### src/rtl/fwd_pkg.sv
package fwd_pkg;

    localparam int NPORT     = 2;
    localparam int PORT_INST = 0;
    localparam int PORT_DATA = 1;

    typedef enum logic [1:0] {
        MEM_IDLE,
        MEM_SEND,
        MEM_HOLD,
        MEM_WAIT
    } mem_state_e;

    typedef enum logic [1:0] {
        RSP_EMPTY,
        RSP_SEND,
        RSP_HOLD
    } rsp_state_e;

    // Destination port of an item, chosen by its fetch flag
    function automatic int dest_of(input logic fetch);
        return fetch ? PORT_INST : PORT_DATA;
    endfunction

endpackage

### src/rtl/fwd_arbiter.sv
module fwd_arbiter
    import fwd_pkg::*;
#(
    parameter int NP = NPORT
) (
    input  logic          busy,
    input  logic [NP-1:0] req_valid,
    input  logic [NP-1:0] req_fetch,
    input  logic [NP-1:0] rsp_free,
    output logic [NP-1:0] req_ready,
    output logic [NP-1:0] grant,
    output logic [NP-1:0] refuse
);

    // Lower index means higher priority
    always_comb begin
        logic higher;
        higher = 1'b0;
        for (int p = 0; p < NP; p++) begin
            req_ready[p] = !busy && rsp_free[dest_of(req_fetch[p])] && !higher;
            grant[p]     = req_valid[p] && req_ready[p];
            refuse[p]    = req_valid[p] && !req_ready[p];
            higher       = higher | req_valid[p];
        end
    end

endmodule

### src/rtl/fwd_mem_ctrl.sv
module fwd_mem_ctrl
    import fwd_pkg::*;
#(
    parameter int AW = 32,
    parameter int DW = 32,
    parameter int SW = 4
) (
    input  logic          clk,
    input  logic          rst,
    input  logic          load,
    input  logic [AW-1:0] ld_addr,
    input  logic          ld_write,
    input  logic          ld_fetch,
    input  logic [SW-1:0] ld_size,
    input  logic [DW-1:0] ld_wdata,
    output logic          busy,
    output logic          mreq_valid,
    input  logic          mreq_ready,
    output logic [AW-1:0] mreq_addr,
    output logic          mreq_write,
    output logic          mreq_fetch,
    output logic [SW-1:0] mreq_size,
    output logic [DW-1:0] mreq_wdata,
    input  logic          mreq_retry,
    input  logic          mrsp_valid,
    output logic          mrsp_ready,
    input  logic [DW-1:0] mrsp_data,
    output logic          fill_valid,
    output logic          fill_fetch,
    output logic [DW-1:0] fill_data
);

    mem_state_e    state_q, state_d;
    logic [AW-1:0] addr_q;
    logic          write_q, fetch_q;
    logic [SW-1:0] size_q;
    logic [DW-1:0] wdata_q;

    always_comb begin
        state_d = state_q;
        unique case (state_q)
            MEM_IDLE: if (load)       state_d = MEM_SEND;
            MEM_SEND: state_d = mreq_ready ? MEM_WAIT : MEM_HOLD;
            MEM_HOLD: if (mreq_retry) state_d = MEM_SEND;
            MEM_WAIT: if (mrsp_valid) state_d = MEM_IDLE;
            default:  state_d = MEM_IDLE;
        endcase
    end

    always_ff @(posedge clk) begin
        if (rst) state_q <= MEM_IDLE;
        else     state_q <= state_d;
    end

    always_ff @(posedge clk) begin
        if (rst) begin
            addr_q  <= '0;
            write_q <= 1'b0;
            fetch_q <= 1'b0;
            size_q  <= '0;
            wdata_q <= '0;
        end else if (load && state_q == MEM_IDLE) begin
            addr_q  <= ld_addr;
            write_q <= ld_write;
            fetch_q <= ld_fetch;
            size_q  <= ld_size;
            wdata_q <= ld_wdata;
        end
    end

    always_comb begin
        busy       = (state_q != MEM_IDLE);
        mreq_valid = (state_q == MEM_SEND);
        mrsp_ready = (state_q == MEM_WAIT);
        fill_valid = (state_q == MEM_WAIT) && mrsp_valid;
        fill_fetch = fetch_q;
        fill_data  = mrsp_data;
        mreq_addr  = addr_q;
        mreq_write = write_q;
        mreq_fetch = fetch_q;
        mreq_size  = size_q;
        mreq_wdata = wdata_q;
    end

    assert_grant_when_idle_R2: assert property (@(posedge clk) disable iff (rst)
        load |-> state_q == MEM_IDLE);
    assert_refused_drops_R5: assert property (@(posedge clk) disable iff (rst)
        (mreq_valid && !mreq_ready) |=> !mreq_valid);
    assert_refused_kept_R5: assert property (@(posedge clk) disable iff (rst)
        (mreq_valid && !mreq_ready) |=> $stable(mreq_addr) && $stable(mreq_wdata));
    assert_rsp_frees_R6: assert property (@(posedge clk) disable iff (rst)
        (mrsp_valid && mrsp_ready) |=> !busy && !mrsp_ready);

endmodule

### src/rtl/fwd_rsp_port.sv
module fwd_rsp_port
    import fwd_pkg::*;
#(
    parameter int DW = 32
) (
    input  logic          clk,
    input  logic          rst,
    input  logic          fill,
    input  logic          fill_fetch,
    input  logic [DW-1:0] fill_data,
    input  logic          refuse,
    input  logic          wake,
    input  logic          rsp_ready,
    input  logic          rsp_retry,
    output logic          rsp_valid,
    output logic [DW-1:0] rsp_data,
    output logic          rsp_fetch,
    output logic          req_retry,
    output logic          free,
    output logic          delivered
);

    rsp_state_e    state_q, state_d;
    logic [DW-1:0] data_q;
    logic          fetch_q;
    logic          owed_q;

    always_comb begin
        state_d = state_q;
        unique case (state_q)
            RSP_EMPTY: if (fill)      state_d = RSP_SEND;
            RSP_SEND:  state_d = rsp_ready ? RSP_EMPTY : RSP_HOLD;
            RSP_HOLD:  if (rsp_retry) state_d = RSP_SEND;
            default:   state_d = RSP_EMPTY;
        endcase
    end

    always_ff @(posedge clk) begin
        if (rst) state_q <= RSP_EMPTY;
        else     state_q <= state_d;
    end

    always_ff @(posedge clk) begin
        if (rst) begin
            data_q  <= '0;
            fetch_q <= 1'b0;
            owed_q  <= 1'b0;
        end else begin
            if (fill && state_q == RSP_EMPTY) begin
                data_q  <= fill_data;
                fetch_q <= fill_fetch;
            end
            owed_q <= (owed_q && !req_retry) || refuse;
        end
    end

    always_comb begin
        rsp_valid = (state_q == RSP_SEND);
        free      = (state_q == RSP_EMPTY);
        delivered = (state_q == RSP_SEND) && rsp_ready;
        rsp_data  = data_q;
        rsp_fetch = fetch_q;
        req_retry = wake && owed_q && (free || delivered);
    end

    assert_no_overwrite_R9: assert property (@(posedge clk) disable iff (rst)
        fill |-> state_q == RSP_EMPTY);
    assert_refused_drops_R7: assert property (@(posedge clk) disable iff (rst)
        (rsp_valid && !rsp_ready) |=> !rsp_valid && $stable(rsp_data));
    assert_refuse_owes_R8: assert property (@(posedge clk) disable iff (rst)
        refuse |=> owed_q);
    assert_retry_on_wake_R8: assert property (@(posedge clk) disable iff (rst)
        req_retry |-> wake);

endmodule

### src/rtl/dual_port_mem_forwarder.sv
module dual_port_mem_forwarder
    import fwd_pkg::*;
#(
    parameter int AW = 32,
    parameter int DW = 32,
    parameter int SW = 4
) (
    input  logic          clk,
    input  logic          rst,
    input  logic          ireq_valid,
    output logic          ireq_ready,
    input  logic [AW-1:0] ireq_addr,
    input  logic          ireq_write,
    input  logic          ireq_fetch,
    input  logic [SW-1:0] ireq_size,
    input  logic [DW-1:0] ireq_wdata,
    output logic          ireq_retry,
    output logic          irsp_valid,
    input  logic          irsp_ready,
    output logic [DW-1:0] irsp_data,
    output logic          irsp_fetch,
    input  logic          irsp_retry,
    input  logic          dreq_valid,
    output logic          dreq_ready,
    input  logic [AW-1:0] dreq_addr,
    input  logic          dreq_write,
    input  logic          dreq_fetch,
    input  logic [SW-1:0] dreq_size,
    input  logic [DW-1:0] dreq_wdata,
    output logic          dreq_retry,
    output logic          drsp_valid,
    input  logic          drsp_ready,
    output logic [DW-1:0] drsp_data,
    output logic          drsp_fetch,
    input  logic          drsp_retry,
    output logic          mreq_valid,
    input  logic          mreq_ready,
    output logic [AW-1:0] mreq_addr,
    output logic          mreq_write,
    output logic          mreq_fetch,
    output logic [SW-1:0] mreq_size,
    output logic [DW-1:0] mreq_wdata,
    input  logic          mreq_retry,
    input  logic          mrsp_valid,
    output logic          mrsp_ready,
    input  logic [DW-1:0] mrsp_data
);

    logic [NPORT-1:0] req_valid, req_fetch, req_write, req_ready, grant, refuse;
    logic [AW-1:0]    req_addr  [NPORT];
    logic [SW-1:0]    req_size  [NPORT];
    logic [DW-1:0]    req_wdata [NPORT];

    logic [NPORT-1:0] p_rsp_ready, p_rsp_retry, p_rsp_valid, p_rsp_fetch;
    logic [NPORT-1:0] p_req_retry, p_free, p_delivered, p_fill;
    logic [DW-1:0]    p_rsp_data [NPORT];

    logic          busy, wake, fill_valid, fill_fetch;
    logic [DW-1:0] fill_data;
    logic          ld_write, ld_fetch;
    logic [AW-1:0] ld_addr;
    logic [SW-1:0] ld_size;
    logic [DW-1:0] ld_wdata;

    always_comb begin
        req_valid[PORT_INST] = ireq_valid;
        req_fetch[PORT_INST] = ireq_fetch;
        req_write[PORT_INST] = ireq_write;
        req_addr[PORT_INST]  = ireq_addr;
        req_size[PORT_INST]  = ireq_size;
        req_wdata[PORT_INST] = ireq_wdata;
        req_valid[PORT_DATA] = dreq_valid;
        req_fetch[PORT_DATA] = dreq_fetch;
        req_write[PORT_DATA] = dreq_write;
        req_addr[PORT_DATA]  = dreq_addr;
        req_size[PORT_DATA]  = dreq_size;
        req_wdata[PORT_DATA] = dreq_wdata;
        p_rsp_ready[PORT_INST] = irsp_ready;
        p_rsp_retry[PORT_INST] = irsp_retry;
        p_rsp_ready[PORT_DATA] = drsp_ready;
        p_rsp_retry[PORT_DATA] = drsp_retry;
    end

    fwd_arbiter #(.NP(NPORT)) arb_i (
        .busy      (busy),
        .req_valid (req_valid),
        .req_fetch (req_fetch),
        .rsp_free  (p_free),
        .req_ready (req_ready),
        .grant     (grant),
        .refuse    (refuse)
    );

    // Payload of the granted port
    always_comb begin
        ld_addr  = '0;
        ld_write = 1'b0;
        ld_fetch = 1'b0;
        ld_size  = '0;
        ld_wdata = '0;
        for (int p = 0; p < NPORT; p++) begin
            if (grant[p]) begin
                ld_addr  = req_addr[p];
                ld_write = req_write[p];
                ld_fetch = req_fetch[p];
                ld_size  = req_size[p];
                ld_wdata = req_wdata[p];
            end
        end
    end

    fwd_mem_ctrl #(.AW(AW), .DW(DW), .SW(SW)) mem_i (
        .clk        (clk),
        .rst        (rst),
        .load       (|grant),
        .ld_addr    (ld_addr),
        .ld_write   (ld_write),
        .ld_fetch   (ld_fetch),
        .ld_size    (ld_size),
        .ld_wdata   (ld_wdata),
        .busy       (busy),
        .mreq_valid (mreq_valid),
        .mreq_ready (mreq_ready),
        .mreq_addr  (mreq_addr),
        .mreq_write (mreq_write),
        .mreq_fetch (mreq_fetch),
        .mreq_size  (mreq_size),
        .mreq_wdata (mreq_wdata),
        .mreq_retry (mreq_retry),
        .mrsp_valid (mrsp_valid),
        .mrsp_ready (mrsp_ready),
        .mrsp_data  (mrsp_data),
        .fill_valid (fill_valid),
        .fill_fetch (fill_fetch),
        .fill_data  (fill_data)
    );

    assign wake = |p_delivered;

    for (genvar p = 0; p < NPORT; p++) begin : g_port
        assign p_fill[p] = fill_valid && (dest_of(fill_fetch) == p);

        fwd_rsp_port #(.DW(DW)) port_i (
            .clk        (clk),
            .rst        (rst),
            .fill       (p_fill[p]),
            .fill_fetch (fill_fetch),
            .fill_data  (fill_data),
            .refuse     (refuse[p]),
            .wake       (wake),
            .rsp_ready  (p_rsp_ready[p]),
            .rsp_retry  (p_rsp_retry[p]),
            .rsp_valid  (p_rsp_valid[p]),
            .rsp_data   (p_rsp_data[p]),
            .rsp_fetch  (p_rsp_fetch[p]),
            .req_retry  (p_req_retry[p]),
            .free       (p_free[p]),
            .delivered  (p_delivered[p])
        );
    end

    always_comb begin
        ireq_ready = req_ready[PORT_INST];
        dreq_ready = req_ready[PORT_DATA];
        ireq_retry = p_req_retry[PORT_INST];
        dreq_retry = p_req_retry[PORT_DATA];
        irsp_valid = p_rsp_valid[PORT_INST];
        irsp_data  = p_rsp_data[PORT_INST];
        irsp_fetch = p_rsp_fetch[PORT_INST];
        drsp_valid = p_rsp_valid[PORT_DATA];
        drsp_data  = p_rsp_data[PORT_DATA];
        drsp_fetch = p_rsp_fetch[PORT_DATA];
    end

    assert_single_grant_R2: assert property (@(posedge clk) disable iff (rst)
        $onehot0({ireq_valid && ireq_ready, dreq_valid && dreq_ready}));
    assert_inst_priority_R3: assert property (@(posedge clk) disable iff (rst)
        (ireq_valid && dreq_valid) |-> !dreq_ready);
    assert_one_response_R4: assert property (@(posedge clk) disable iff (rst)
        $onehot0({irsp_valid, drsp_valid}));
    assert_busy_blocks_R2: assert property (@(posedge clk) disable iff (rst)
        mreq_valid |-> !ireq_ready && !dreq_ready);

endmodule

### config.mk
export PLATFORM = sky130hd
export DESIGN_NAME = dual_port_mem_forwarder
export DESIGN_NICKNAME = d
export VERILOG_FILES = /design/src/rtl/fwd_pkg.sv /design/src/rtl/fwd_arbiter.sv /design/src/rtl/fwd_mem_ctrl.sv /design/src/rtl/fwd_rsp_port.sv /design/src/rtl/dual_port_mem_forwarder.sv
export SDC_FILE = /design/constraint.sdc
export NUM_CORES = 1
export LEC_CHECK = 0
export ABC_AREA = 1
export CORE_UTILIZATION = 45
export DETAILED_ROUTE_END_ITERATION = 8
export PLACE_DENSITY = 0.86
export SYNTH_ARGS = -nofsm -noshare
export SYNTH_HDL_FRONTEND = slang
export SYNTH_HIERARCHICAL = 1
export SYNTH_SLANG_ARGS = --single-unit
export TNS_END_PERCENT = 100
### constraint.sdc
create_clock -name clk -period 3 [get_ports clk]
set_input_delay 0.6 -clock clk [delete_from_list [all_inputs] [get_ports clk]]
set_output_delay 0.6 -clock clk [all_outputs]
set_load 0.02 [all_outputs]
==> results summary, run 1 <==
Based on the critical path, the design can be clocked at up to 0.3544 GHz. The count of different cell masters after synthesis came out at 26. The overall die area is roughly 16000 um2. The simple logic cell fraction of the synthesized area is 35.58%. The worst register-to-register path begins at mem_i/state_q[1]. The critical path is of the input port to output port type. The via count of the routed design is roughly 7000. The sum of overflow across all layers after global routing is 0. After floorplanning, the core was divided into 45 placement rows. The slowest stage of the critical path belongs to the cell sky130_fd_sc_hd__clkdlybuf4s50_1. The worst setup path is captured at an output port.

TritonCTS built the clock tree. The slack of the worst reg-to-reg path is 0.71 ns. The number of sinks driven by the clock tree came out at about 140. The sequential-to-total area share from yosys stat is 40.48%. The share of async-settable or async-resettable flops after synthesis came out at 0%. The post-synth design cell area is ~7100 um2. The clock-pin slew reported for the worst setup and hold paths after clock tree synthesis came out at 0.06 ns. The synthesized netlist devotes between 10% and 20% of its cell area to compound gates. Counting tap cells, the placed design contains a total of approximately 1400 instances. The utilization after layout is 69.09%. The largest total area in the synthesized netlist belongs to sky130_fd_sc_hd__dfxtp_1.

The largest voltage drop on the vdd net is between 0.3 and 0.4 mV. The flip-flop and latch count after synthesis came out at 144. The run finished with clean final reports. Buffers added to address setup during post-CTS repair amount to 0. The die extent in y came out at about 130 um.

Summed over all failing endpoints, the final setup total negative slack is 0 ns. The power density over the cells came out at 783.7 nW/um2. The total inserted antenna cells is 0. The net count of the finished layout came out at 1396.

The largest net degree at the start of global routing came out at 72. The post-route non-filler standard cell count came out at about 1400. Measured in cells, the most critical reg-to-reg path has a length of 11. The number of buffers created by CTS is 17. The max-cap violation count came out at 0. The worst hold path begins at g_port[1].port_i/owed_q.

The number of buffers inserted by port buffering is 326. The global-route wire length before repair is about 34000 um. The root cell of the clock tree is sky130_fd_sc_hd__clkbuf_16. The data required time at the worst endpoint came out at approximately 2.4 ns. The pre-antenna-repair detailed-routing pass consisted of 5 iterations. At the end of routability-driven placement, the weighted congestion stood at 0.9104. The largest single stage delay on the critical path is between 0.5 and 0.6 ns. The path class of the tightest hold or removal check is register to register. The fraction of the mapped netlist area in adder cells is 0%.

The H-tree level count is 4. With fillers left out, the area of the finished cells amounts to roughly 11000 um2. In the final routed layout, each cell accounts on average for 14.99 um. The Yosys step of the flow raised 6 warnings.

The initial antenna violation count is 0. The per-cell via count in the routed design is 4.890. The worst clock skew on the final layout came out at 0.007591 ns. The effective utilization at floorplan is 46.50%. The number of filler instances in the final layout is 1306. By area, the combinational part of the netlist is dominated by simple AND/OR/NAND/NOR gates. For this run, the leading register cell type out of synthesis is sky130_fd_sc_hd__dfxtp_1. The hold-critical path endpoint is g_port[1].port_i/owed_q. Measured against the total synthesized area, the mux share comes to 0%.

For this design the top-level I/O count stands at 327. The via count of the first global-routing pass is 6735. The critical path goes through clkdlybuf4s50_1 -> inv_1 -> nor3_1 -> or2_2 -> nand2_1 -> inv_1 -> nand2_1 -> inv_1 -> clkdlybuf4s50_1. The area after detailed placement came out at 9938 um2. The total of hold buffers inserted after clock tree synthesis came out at 0. The DRC violations left came out at 0. The number of flops mapped to enable cells by yosys is 0. After technology mapping, the gate count stands at 957. In this run the tightest slew margin relative to its limit is 50.32%. The floorplan step set the die width to 127.8 um. The worst setup path is launched from an input port.

The post-route netlist has 10.11% of its cells at a drive strength greater than 1. The endpoint identified for the worst register-to-register timing path is mem_i/mreq_wdata[20]. The net count of the mapped netlist came out at 1140.

The first-iteration detailed-routing DRC count came out at 409. The total setup violations reported at the end of the flow is 0. The total global-route track usage is 26.29%. The number of failing hold endpoints at the final stage is 0. Setup repair after global routing left no endpoint under its margin. The total of cells resized after clock tree synthesis came out at 0. Dividing the synthesized area by the synthesized cell count gives 7.441 um2.

The actual transition at the worst max-transition pin came out at approximately 0.75 ns. The area of the core is 15310 um2. By area the synthesized netlist is led by sky130_fd_sc_hd__dfxtp_1, sky130_fd_sc_hd__nor2_1, sky130_fd_sc_hd__nand3_2. The overall power came out at approximately 0.0083 W.

The leakage dissipation is 4.242 nW. Of all nets on the critical path, the largest fanout is 3. The area growth from synthesis to layout is 48.60%. The post-route clock period utilization is between 90 and 100%. The final antenna-violating net count is 0.

Wires add up to 21550 um. After layout, the minimum clock period comes to roughly 2.8 ns. The fraction of synthesized cell area in xor and xnor cells came out at 0%. The multi-input combinational cell area is 3262 um2. The clock latency on the worst-skew pair is 0.41 ns. Once detailed placement completed, the half-perimeter wirelength came to about 15000 um. The maximum buffer depth of the clock tree is 2. The area share of the largest cell type after synthesis is approximately 40%. The total count of max-transition violations in the final report was 0. The worst hold path passes through 2 cells. The most repeated library cell on the critical path is sky130_fd_sc_hd__inv_1.

The arrival time at the worst endpoint is 2.22 ns. Ranked by instance count, the synthesized netlist is headed by sky130_fd_sc_hd__nor2_1, sky130_fd_sc_hd__nand2_1, sky130_fd_sc_hd__dfxtp_1, sky130_fd_sc_hd__o21ai_0, sky130_fd_sc_hd__nand3_2. By instance count, the leading cell after synthesis is sky130_fd_sc_hd__nor2_1. Summing all flip-flop and latch instances after layout gives between 2000 and 3000 um2.
kinds of logic after synthesis:
| kind of cell | Yosys count |
|---|---|
| AOI/OAI and AO/OA | 143 |
| and+or+nand+nor | 538 |
| buffers and inverters | 132 |
| DFF | 144 |
routing by layer:
metal / vias up / part of all wire (%) / wire length (um) / global-route usage, %
met3: 61 / 8.1 / 1744 / 7.888
met2: 297 / 49 / 10570 / 44.92
met4: 0 / 4.9 / 1051 / 14.81
met5: - / 0 / 0 / 0
li1: 3512 / - / - / -
met1: 3157 / 38 / 8179 / 29.12
layout by cell type, fill, tap and decap left out, drive strengths merged:
| cell | instances |
|---|---|
| a21oi | 7 |
| buf | 6 |
| bufinv | 5 |
| clkbuf | 18 |
| clkdlybuf4s50 | 326 |
| clkinv | 5 |
| clkinvlp | 3 |
| dfxtp | 144 |
| inv | 38 |
| nand2 | 164 |
| nand3 | 74 |
| nand3b | 1 |
| nor2 | 293 |
| nor3 | 2 |
| nor4 | 2 |
| o21ai | 136 |
| or2 | 2 |
sequential cells by signal, summed over array words and instances, names as in the netlist:
| register | flops |
|---|---|
| g_port.port_i/rsp_fetch | 2 |
| mem_i/fill_fetch | 1 |
| mem_i/mreq_addr | 32 |
| mem_i/mreq_size | 4 |
| mem_i/mreq_wdata | 32 |
| g_port.port_i/state_q | 4 |
| g_port.port_i/rsp_data | 64 |
| g_port.port_i/owed_q | 2 |
| mem_i/state_q | 2 |
| mem_i/mreq_write | 1 |
final cells by class:
type                            count  area share, %
Clock buffer                       18          4.056
Clock inverter                     14          2.022
Inverter                           37          1.502
Multi-Input combinational cell    681          30.83
Sequential cell                   144          27.24
Tap cell                          211          2.495
Timing Repair Buffer              332          31.86
stage by stage:
stage / hold WS [ns] / setup slack, ns
2_1_floorplan: 0.4332 / 1.145
3_3_place_gp: 0.4611 / 0.2251
6_report: 0.4706 / 0.1785
5_1_grt: 0.5013 / 0.07632
3_5_place_dp: 0.4616 / 0.1988
4_1_cts: 0.4689 / 0.1952
worst max-delay path: cells and delay by family:
family | cells | cell delay (ns)
buffers and inverters | 5 | 1.20
AND/OR/NAND/NOR | 4 | 0.42
report_power, final:
group	total [W]	switching [W]	internal (W)
logic	0.00344	0.00200	0.00144
registers	0.00257	0.000232	0.00233
clock network	0.00229	0.000810	0.00148
worst max path at each step:
stage | from | to | slack, ns | cells past startpoint
after floorplan | drsp_ready | dreq_retry | 1.15 | 7
after global placement | drsp_ready | ireq_retry | 0.23 | 9
after detailed placement | irsp_ready | dreq_retry | 0.20 | 9
after CTS | irsp_ready | dreq_retry | 0.20 | 9
after global routing | drsp_ready | dreq_retry | 0.08 | 9
final | irsp_ready | ireq_retry | 0.18 | 9
(Power assumes the default switching activity.)
==> run 2, diff against run 1 <==
--- a/config.mk
+++ b/config.mk
@@ -6,6 +6,7 @@
 export NUM_CORES = 1
 export LEC_CHECK = 0
 export ABC_AREA = 1
+export CAP_MARGIN = 0
 export CORE_UTILIZATION = 45
 export DETAILED_ROUTE_END_ITERATION = 8
 export PLACE_DENSITY = 0.86
==> results of run 2 <==
Same layout as run 1: the final DEF is identical, and so are final timing and power.
==> run 3, diff against run 2 <==
==> constraint.sdc (replaced) <==
create_clock -name clk -period 3 [get_ports clk]
set_input_delay 0.75 -clock clk [delete_from_list [all_inputs] [get_ports clk]]
set_output_delay 0.75 -clock clk [all_outputs]
set_load 0.02 [all_outputs]
==> results summary, run 3 (same netlist as run 1, synthesis figures left out) <==
Outcome: finished, final reports clean (unchanged). The register area was 2883 um2 (unchanged). The clock-pin slew reported for the worst setup and hold paths after clock tree synthesis is 0.06 ns (about the same). The number of cells after detailed placement came out at 1413 (was 1405). The total global-route track usage is 27.15% (was 26.29%). The number of failing hold endpoints at the final stage came to 0 (unchanged). The worst hold margin is 0.4727 ns (was 0.4706 ns).

The effective utilization at floorplan is 46.50% (unchanged). The DRC violations left came out at 0 (unchanged). The net count of the finished layout is 1404 (was 1396).

The startpoint-to-endpoint class of the critical path was input port to output port (unchanged). The nature of the critical path startpoint was an input port (unchanged). The post-route non-filler standard cell count came out at 1445 (was 1437). The number of buffers inserted by port buffering is 326 (unchanged). The root cell of the clock tree is sky130_fd_sc_hd__clkbuf_16 (unchanged). The total inserted antenna cells is 0 (unchanged).

The placer congestion estimate came out at 0.9081 (was 0.9104). The clock latency on the worst-skew pair is 0.42 ns (was 0.41 ns). The maximum buffer depth of the clock tree is 2 (unchanged). Setup repair after global routing missed its margin: no (unchanged). The count of boundary I/O pins came to 327 (unchanged).

The number of buffers created by CTS is 17 (unchanged). The overall power came out at 0.008302 W (was 0.008292 W). The accumulated negative setup slack is 0 ns (unchanged). The area of the core is 15310 um2 (unchanged). The final antenna-violating net count is 0 (unchanged). The headroom to the max-slew limit is 49.28% (was 50.32%). The maximum clock frequency is 0.3438 GHz (was 0.3544 GHz).

The worst clock skew on the final layout is 0.008870 ns (was 0.007591 ns). The data required time at the worst endpoint came to 2.25 ns (was 2.40 ns). The arrival time at the worst endpoint came to 2.16 ns (was 2.22 ns).

The post-route clock period utilization came to 96.96% (was 94.05%). The largest fanout on the critical path is 3 (unchanged). The H-tree level count came out at 4 (unchanged).

The flip-flop count of the largest register, all copies and words added was 64 (unchanged). The total setup violations reported at the end of the flow came out at 0 (unchanged). The power density over the cells is 781.3 nW/um2 (was 783.7 nW/um2). The sum of overflow across all layers after global routing came out at 0 (unchanged). The largest net degree at the start of global routing was 71 (was 72). The share of cells above drive strength 1 is 10.78% (was 10.11%). The largest voltage drop on the vdd net came out at 0.4663 mV (was 0.3937 mV). The max-cap violation count came to 0 (unchanged). The number of sinks driven by the clock tree is 144 (unchanged). The via count of the routed design is 7043 (was 7027). The actual transition at the worst max-transition pin came out at 0.7608 ns (was 0.7452 ns).

The first-pass detailed-route iteration total came out at 6 (was 5). The overall die area is 16330 um2 (unchanged). The most common cell after layout, fill and taps aside is sky130_fd_sc_hd__clkdlybuf4s50_1 (unchanged).

The overall die width came out at 127.8 um (unchanged). The via count of the first global-routing pass came out at 6843 (was 6735). The worst hold path class is register to register (unchanged). The total length of routed wires was 22030 um (was 21550 um). The total of hold buffers inserted after clock tree synthesis was 0 (unchanged).

The final critical path time including I/O delays and setup was 2.909 ns (was 2.822 ns). The area added between synthesis and finish came out at 49.24% (was 48.60%). The number of placement rows came out at 45 (unchanged). The routed wire length per instance came out at 15.24 um (was 14.99 um). The leakage dissipation is 4.282 nW (was 4.242 nW). The per-cell via count in the routed design is 4.874 (was 4.890). The initial antenna violation count was 0 (unchanged). The die extent in y came to 127.8 um (unchanged).

The total count of max-transition violations in the final report came out at 0 (unchanged). The number of filler instances in the final layout is 1269 (was 1306). The multi-input combinational cell area came out at 3262 um2 (unchanged).

The first-iteration detailed-routing DRC count came out at 378 (was 409). The CTS tree is yes (unchanged). Highest-count cells in the layout ignoring fill and taps: sky130_fd_sc_hd__clkdlybuf4s50_1, sky130_fd_sc_hd__nor2_1, sky130_fd_sc_hd__nand2_1 (unchanged). The nature of the critical path endpoint is an output port (unchanged). The global-route wire length before repair is 34450 um (was 33620 um).

The detailed-placement wirelength estimate is 15410 um (was 15210 um).
-- run 3: cell types whose count changed in the layout (fill, tap and decap cells not counted), sizes merged --
cell	change
inv	+4
clkinv	-3
clkdlybuf4s50	-2
dlygate4sd2	+2
bufinv	-1
buf	+8
-- run 3: final timing paths --
path / start / end / slack, ns / cells after the start
setup / recovery: ireq_fetch / ireq_ready / 0.09 / 6
hold / removal: g_port[0].port_i/owed_q / g_port[0].port_i/owed_q / 0.47 / 2
setup reg to reg: mem_i/state_q[1] / mem_i/mreq_addr[16] / 0.79 / 11
hold reg to reg: g_port[0].port_i/owed_q / g_port[0].port_i/owed_q / 0.47 / 2
-- run 3: metal layers --
metal	part of all wire [%]	GRT usage, %
met1	38	28.90
met2	49	46.77
met3	7.8	8.639
met4	5.2	16.82
met5	0	0
-- run 3: final cells by class --
type                            instances  area share [%]
Sequential cell                       144           27.13
Clock buffer                           18           4.133
Timing Repair Buffer                  340           32.14
Clock inverter                         14           1.919
Multi-Input combinational cell        681           30.70
Inverter                               37           1.495
Tap cell                              211           2.484
-- run 3: per-stage QoR --
step	cell area (um2)	setup slack (ns)	util (%)
2_1_floorplan	7121	0.8454	-
3_3_place_gp	9986	-0.07541	65.20
3_5_place_dp	9986	-0.09697	65.20
4_1_cts	10630	0.09225	69.39
5_1_grt	10630	0.006097	69.39
6_report	10630	0.09122	69.39
-- run 3: repair_timing --
| item | CTS | global route |
|---|---|---|
| endpoints found under the setup margin | 2 | 0 |
| resized for setup | 2 | 0 |
| endpoints found under the hold margin | 0 | 0 |
| buffers inserted | 0 | 0 |
-- run 3: report_power, final --
part / internal, W / switching (W) / total [W]
registers: 0.00233 / 0.000228 / 0.00256
logic: 0.00145 / 0.00201 / 0.00346
clock network: 0.00143 / 0.000853 / 0.00228
total: 0.00522 / 0.00309 / 0.00830
-- run 3: critical path, stage by stage --
cell                              delay, ns
sky130_fd_sc_hd__clkdlybuf4s50_1       0.52
sky130_fd_sc_hd__nand2_1               0.07
sky130_fd_sc_hd__nand2_1               0.09
sky130_fd_sc_hd__nand2_1               0.07
sky130_fd_sc_hd__inv_1                 0.05
sky130_fd_sc_hd__clkdlybuf4s50_1       0.61
